File: src/rtl/hwk_pkg.sv
`timescale 1ns/1ps
// Shared definitions for the HALT wake controller.
// Assumes: nothing; holds only the outcome encoding and default sizes.
package hwk_pkg;
    localparam int unsigned DEF_LINES  = 8;
    localparam int unsigned DEF_PRIO_W = 2;

    // Outcome chosen at the moment HALT ends.
    typedef enum logic [1:0] {
        WK_NONE   = 2'd0,
        WK_RESUME = 2'd1,
        WK_ACK    = 2'd2,
        WK_NMI    = 2'd3
    } wake_kind_e;
endpackage

File: src/rtl/hwk_pending.sv
`timescale 1ns/1ps
// Bank of sticky pending flags, one per request line.
// Assumes: set and clear may coincide; a new set then wins so no request is lost.
module hwk_pending #(
    parameter int unsigned LINES = 8
) (
    input  logic             clk,
    input  logic             rst_n,
    input  logic [LINES-1:0] set_i,
    input  logic [LINES-1:0] clr_i,
    output logic [LINES-1:0] pend_o
);
    for (genvar g = 0; g < LINES; g++) begin : g_flag
        logic flag_q;
        // Hold the flag from request until acknowledge or reset.
        always_ff @(posedge clk) begin
            if (!rst_n)        flag_q <= 1'b0;
            else if (set_i[g]) flag_q <= 1'b1;
            else if (clr_i[g]) flag_q <= 1'b0;
        end
        assign pend_o[g] = flag_q;
    end
endmodule

File: src/rtl/hwk_arbiter.sv
`timescale 1ns/1ps
// Picks the most urgent candidate line: lowest priority value, then lowest index.
// Assumes: purely combinational; outputs are don't-care when any_o is 0.
module hwk_arbiter #(
    parameter int unsigned LINES  = 8,
    parameter int unsigned PRIO_W = 2,
    localparam int unsigned IDX_W = (LINES > 1) ? $clog2(LINES) : 1
) (
    input  logic [LINES-1:0]        req_i,
    input  logic [LINES*PRIO_W-1:0] prio_i,
    output logic                    any_o,
    output logic [IDX_W-1:0]        idx_o,
    output logic [PRIO_W-1:0]       prio_o
);
    // Linear scan; strict compare keeps the earlier (lower) index on ties.
    always_comb begin
        any_o  = 1'b0;
        idx_o  = '0;
        prio_o = '0;
        for (int i = 0; i < LINES; i++) begin
            if (req_i[i] && (!any_o || prio_i[i*PRIO_W +: PRIO_W] < prio_o)) begin
                any_o  = 1'b1;
                idx_o  = i[IDX_W-1:0];
                prio_o = prio_i[i*PRIO_W +: PRIO_W];
            end
        end
    end
endmodule

File: src/rtl/hwk_clkgate.sv
`timescale 1ns/1ps
// CPU clock enable register updated on the falling edge.
// Assumes: a downstream AND-gate clock gate passes the clock while en_o is 1;
// changing en_o only while clk is low keeps the gated clock free of runt pulses.
module hwk_clkgate (
    input  logic clk,
    input  logic rst_n,
    input  logic run_i,
    output logic en_o
);
    // Capture the run request in the low phase of the clock.
    always_ff @(negedge clk) begin
        if (!rst_n) en_o <= 1'b1;
        else        en_o <= run_i;
    end
endmodule

File: src/rtl/halt_wake_ctrl.sv
`timescale 1ns/1ps
// HALT mode wake controller.
// Enters HALT on the CPU's halt pulse and gates only the CPU clock. It leaves
// HALT on any pending non-maskable request or any unmasked maskable request,
// then reports either an acknowledge or a resume-next outcome.
// Assumes: halt_req_i is a one-cycle pulse; configuration inputs are quasi-static.
module halt_wake_ctrl
    import hwk_pkg::*;
#(
    parameter int unsigned LINES  = DEF_LINES,
    parameter int unsigned PRIO_W = DEF_PRIO_W,
    localparam int unsigned IDX_W = (LINES > 1) ? $clog2(LINES) : 1
) (
    input  logic                    clk,
    input  logic                    rst_n,
    input  logic                    halt_req_i,
    input  logic                    nmi_i,
    input  logic [LINES-1:0]        irq_i,
    input  logic [LINES-1:0]        irq_mask_i,
    input  logic [LINES*PRIO_W-1:0] irq_prio_i,
    input  logic                    int_en_i,
    input  logic                    in_service_i,
    input  logic [PRIO_W-1:0]       svc_prio_i,
    output logic                    cpu_clk_en_o,
    output logic                    periph_clk_en_o,
    output logic                    osc_run_o,
    output logic                    halted_o,
    output logic                    wake_o,
    output logic                    nmi_ack_o,
    output logic                    ack_o,
    output logic [IDX_W-1:0]        ack_idx_o,
    output logic                    resume_next_o,
    output logic [LINES-1:0]        pend_o,
    output logic                    nmi_pend_o
);
    logic               halted_q;
    wake_kind_e         kind_d, kind_q;
    logic [IDX_W-1:0]   idx_q;
    logic [LINES-1:0]   cand, clr_irq;
    logic               cand_any, wake_now, outranks;
    logic [IDX_W-1:0]   best_idx;
    logic [PRIO_W-1:0]  best_prio;

    hwk_pending #(.LINES(LINES)) u_irq_pend (
        .clk(clk), .rst_n(rst_n), .set_i(irq_i), .clr_i(clr_irq), .pend_o(pend_o)
    );

    hwk_pending #(.LINES(1)) u_nmi_pend (
        .clk(clk), .rst_n(rst_n), .set_i(nmi_i),
        .clr_i(kind_d == WK_NMI), .pend_o(nmi_pend_o)
    );

    assign cand = pend_o & ~irq_mask_i;

    hwk_arbiter #(.LINES(LINES), .PRIO_W(PRIO_W)) u_arb (
        .req_i(cand), .prio_i(irq_prio_i),
        .any_o(cand_any), .idx_o(best_idx), .prio_o(best_prio)
    );

    // Wake needs only an unmasked request; acknowledge also needs enable and rank.
    assign wake_now = halted_q && (nmi_pend_o || cand_any);
    assign outranks = !in_service_i || (best_prio < svc_prio_i);

    // Decide the outcome of this cycle's wake.
    always_comb begin
        if (!wake_now)                 kind_d = WK_NONE;
        else if (nmi_pend_o)           kind_d = WK_NMI;
        else if (int_en_i && outranks) kind_d = WK_ACK;
        else                           kind_d = WK_RESUME;
    end

    // Only an acknowledged maskable request loses its pending flag.
    assign clr_irq = (kind_d == WK_ACK) ? (LINES'(1) << best_idx) : '0;

    // HALT state and registered wake report.
    always_ff @(posedge clk) begin
        if (!rst_n) begin
            halted_q <= 1'b0;
            kind_q   <= WK_NONE;
            idx_q    <= '0;
        end else begin
            if (wake_now)        halted_q <= 1'b0;
            else if (halt_req_i) halted_q <= 1'b1;
            kind_q <= kind_d;
            idx_q  <= best_idx;
        end
    end

    hwk_clkgate u_gate (
        .clk(clk), .rst_n(rst_n), .run_i(!halted_q), .en_o(cpu_clk_en_o)
    );

    assign periph_clk_en_o = 1'b1;
    assign osc_run_o       = 1'b1;
    assign halted_o        = halted_q;
    assign wake_o          = (kind_q != WK_NONE);
    assign nmi_ack_o       = (kind_q == WK_NMI);
    assign ack_o           = (kind_q == WK_ACK);
    assign resume_next_o   = (kind_q == WK_RESUME);
    assign ack_idx_o       = idx_q;
endmodule

File: config.mk
export PLATFORM = sky130hd
export DESIGN_NAME = halt_wake_ctrl
export DESIGN_NICKNAME = d
export VERILOG_FILES = /design/src/rtl/hwk_pkg.sv /design/src/rtl/hwk_pending.sv /design/src/rtl/hwk_arbiter.sv /design/src/rtl/hwk_clkgate.sv /design/src/rtl/halt_wake_ctrl.sv
export SDC_FILE = /design/constraint.sdc
export NUM_CORES = 1
export LEC_CHECK = 0
export BUFFER_PORTS_ARGS = -buffer_cell sky130_fd_sc_hd__buf_4
export CORE_MARGIN = 4
export CORE_UTILIZATION = 49
export CTS_CLUSTER_SIZE = 30
export DETAILED_ROUTE_END_ITERATION = 10
export PLACE_DENSITY = 0.8
export SLEW_MARGIN = 20
export SYNTH_ARGS = -nofsm -noshare
export SYNTH_HDL_FRONTEND = slang
export SYNTH_SLANG_ARGS = --single-unit
File: constraint.sdc
create_clock -name clk -period 14.65 [get_ports clk]
set_input_delay 2.93 -clock clk [delete_from_list [all_inputs] [get_ports clk]]
set_output_delay 2.93 -clock clk [all_outputs]
set_load 0.02 [all_outputs]
==> impl_metrics.ini <==
[status]
outcome = complete, no violations

[die]
die_w_um = 63.7
die-area_mm2 = 0.00405
core_area_mm2 = 0.00285
io_pins = 60
die_h_um = 63.7
rows = 19
initial_utilization_pct = 53.2

[sta]
finalCritPeriodShare_pct = 84.2
skew_ns = 0.0556
setup_viol = 0
fin_setup_tns_ns = 0
rsz0062_at_grt = false
final-hold-violation-count = 0
drv_slew = 0
relSlewSlack_pct = 59.4
post-route-min-period_ns = 12.33
worst_slew_pin_slew_ns = 0.607
max_freq_mhz = 81.1

[flow_run]
maxCapViolations = 0

[setup_path]
r2r_end = u_irq_pend.g_flag[0].flag_q
r2r_cells = 48
cp_num_buf_inv = 4
critPathKind = in -> reg
cp-endpoint = u_irq_pend.g_flag[0].flag_q
worst_setup_path_start_kind = input pin
cp_slowest_cell = a31oi_1
rrSetupSlack_ns = 4.71
regToRegStartpoint = u_irq_pend.g_flag[0].flag_q
crit_arrival_ns = 12.48
cp_top_family = compound AO/OA/AOI/OAI gates
critical_path_required_ns = 14.80
cpMostUsedCell = ha_1
critPathMaxFanout = 8
critical_path.endpoint_type = flip-flop
max_stage_delay_ns = 0.55
setup.worst_path.start = irq_mask_i[0]
cp.depth = 49

[global_routing]
grt_usage_pct = 18.8
grt_max_degree = 12
antenna_found_initial = 0
grt_pass1_wl_mm = 6.37
first_global_vias = 1449
grt_remaining_overflow = 0

[clocking]
cts_buffer_depth = 2
cts_root_buffer = clkbuf_4
cts_tree = done
clk_latency_ns = 0.33
hold_buffers = 0
cts_made_buffers = 3
post_cts_resized = 0
cts.sinks = 16
cts_setup_buffers = 0
cts_max_level = 1
clk_pin_slew_ns = 0.09

[yosys]
ys_seq_area_share_pct = 21.1
synth_area_mm2 = 0.00152
async_reset_ff_share_pct = 0
yosysTopAreaCell = dfxtp_1
yosysWarnings = 0
syn_avg_cell_area_um2 = 7.56
synthDominantCellAreaShare_pct = 21.1
synth_cell_type_count = 54
dominantRegCellSynth = dfxtp_1
synth_edf_count = 0
synth-seq-cells = 16
synthCells = 201
ys_top_cells_by_area = dfxtp_1 (21%), ha_1 (6.6%), nor2_1 (5.4%)

[routing]
vias = 1624
viasPerCell = 5.76
drc = 0
drtIter0Drc = 69
drt_pre_antenna_iters = 4
post_drt_wl_per_cell_um = 14.2
ant_nets = 0
wirelength_mm = 4.01

[final_layout]
multi_input_area_mm2 = 0.00107
layout.nets = 300
final_common_cell = buf_4
post-route-cell-area_mm2 = 0.00194
final_cell_mix = buf_4 (57), nor2_1 (22), nand2_1 (17)
final_layout_size_suffix_gt1_share_pct = 30.7
fill_cells = 264
antenna_cells = 0
seq_area_um2 = 320
final_cells = 282
area_growth_pct = 27.8

[place]
placed_cells = 278
port_buffers = 57
place_congestion = 0.890
hpwl_mm = 3.33
place_area_mm2 = 0.00191

[pwr]
cellPowerDensity_mw_per_mm2 = 75.2
peakVddDrop_mv = 0.0441
leakage_uw = 0.000933

[worst_hold_path]
min_path_type = reg -> reg
## area by class of cell
| cell class | instances | share of cell area [%] |
|---|---|---|
| Inverter | 13 | 2.51 |
| Timing Repair Buffer | 57 | 22.0 |
| Multi-Input combinational cell | 160 | 54.9 |
| Clock buffer | 4 | 1.87 |
| Sequential cell | 16 | 16.5 |
| Clock inverter | 1 | 0.193 |
| Tap cell | 31 | 2.00 |
## metrics by stage
stage | util, % | power, uW | worst slack, ns | hold WS [ns]
floorplan | - | 96.5 | 3.16 | 0.472
global placement | 66.8 | 116 | 2.30 | 0.510
detailed placement | 66.8 | 117 | 2.06 | 0.512
CTS | 68.1 | 146 | 2.35 | 0.525
global route | 68.1 | 156 | 1.61 | 0.555
finish | 68.1 | 146 | 2.32 | 0.522
## registers in the layout, indices dropped and copies added, names as in the netlist
name and flops:
kind_q 2, u_nmi_pend.pend_o 1, ack_idx_o 3, u_irq_pend.g_flag.flag_q 8, u_gate.en_o 1, halted_o 1
## where the power goes
| part | internal (uW) | switching (uW) |
|---|---|---|
| clock network | 15.5 | 14.1 |
| logic | 30.3 | 36.2 |
| registers | 47.2 | 2.79 |
## per-layer routing
| metal | track usage [%] | part of all wire (%) | wire length, um | vias to the layer above |
|---|---|---|---|---|
| met4 | 4.04 | 1.1 | 43 | 0 |
| met1 | 24.9 | 46 | 1830 | 731 |
| li1 | - | - | - | 820 |
| met5 | 0 | 0 | 0 | - |
| met3 | 5.15 | 8.2 | 329 | 6 |
| met2 | 30.4 | 45 | 1810 | 67 |
## Yosys cell counts, types with 2 or more instances
cell type,n
o21a_1,3
o21ai_1,3
a31oi_2,2
mux2_4,2
buf_4,10
o21ai_0,11
a31oi_1,7
a21oi_1,12
nor3_1,5
nand2_1,17
nor2_1,22
dfxtp_1,16
a211o_1,3
a41oi_1,2
o21ai_2,2
ha_1,8
or2_2,2
a211oi_1,2
nand2b_1,8
a21boi_1,2
a21o_1,7
nand3_1,4
nor2b_1,7
inv_1,14
## worst min-delay path, cell delays in order (launching register included)
cell	delay, ns
dfxtp_1	0.34
o21ai_1	0.08
a21oi_1	0.06
## cell families (layout without fill, tap and decap cells)
kind of cell	count (synthesis)	in the layout	share of synthesized area (%)
AO/OA/AOI/OAI	70	70	33.4
adder cells (fa/ha/maj)	8	8	6.59
multiplexers	3	3	3.46
other	1	2	0.247
flip-flops	16	16	21.1
AND/OR/NAND/NOR	77	77	26.2
buffers and inverters	26	75	8.98
## worst min path at each step
stage	cells after the start	endpoint	startpoint
after global routing	2	u_irq_pend.g_flag[7].flag_q	u_irq_pend.g_flag[7].flag_q
after detailed placement	2	u_irq_pend.g_flag[7].flag_q	u_irq_pend.g_flag[7].flag_q
after floorplan	2	u_irq_pend.g_flag[7].flag_q	u_irq_pend.g_flag[7].flag_q
final	2	u_irq_pend.g_flag[7].flag_q	u_irq_pend.g_flag[7].flag_q
after global placement	2	u_irq_pend.g_flag[7].flag_q	u_irq_pend.g_flag[7].flag_q
after CTS	2	u_irq_pend.g_flag[7].flag_q	u_irq_pend.g_flag[7].flag_q
(Power assumes the default switching activity.)
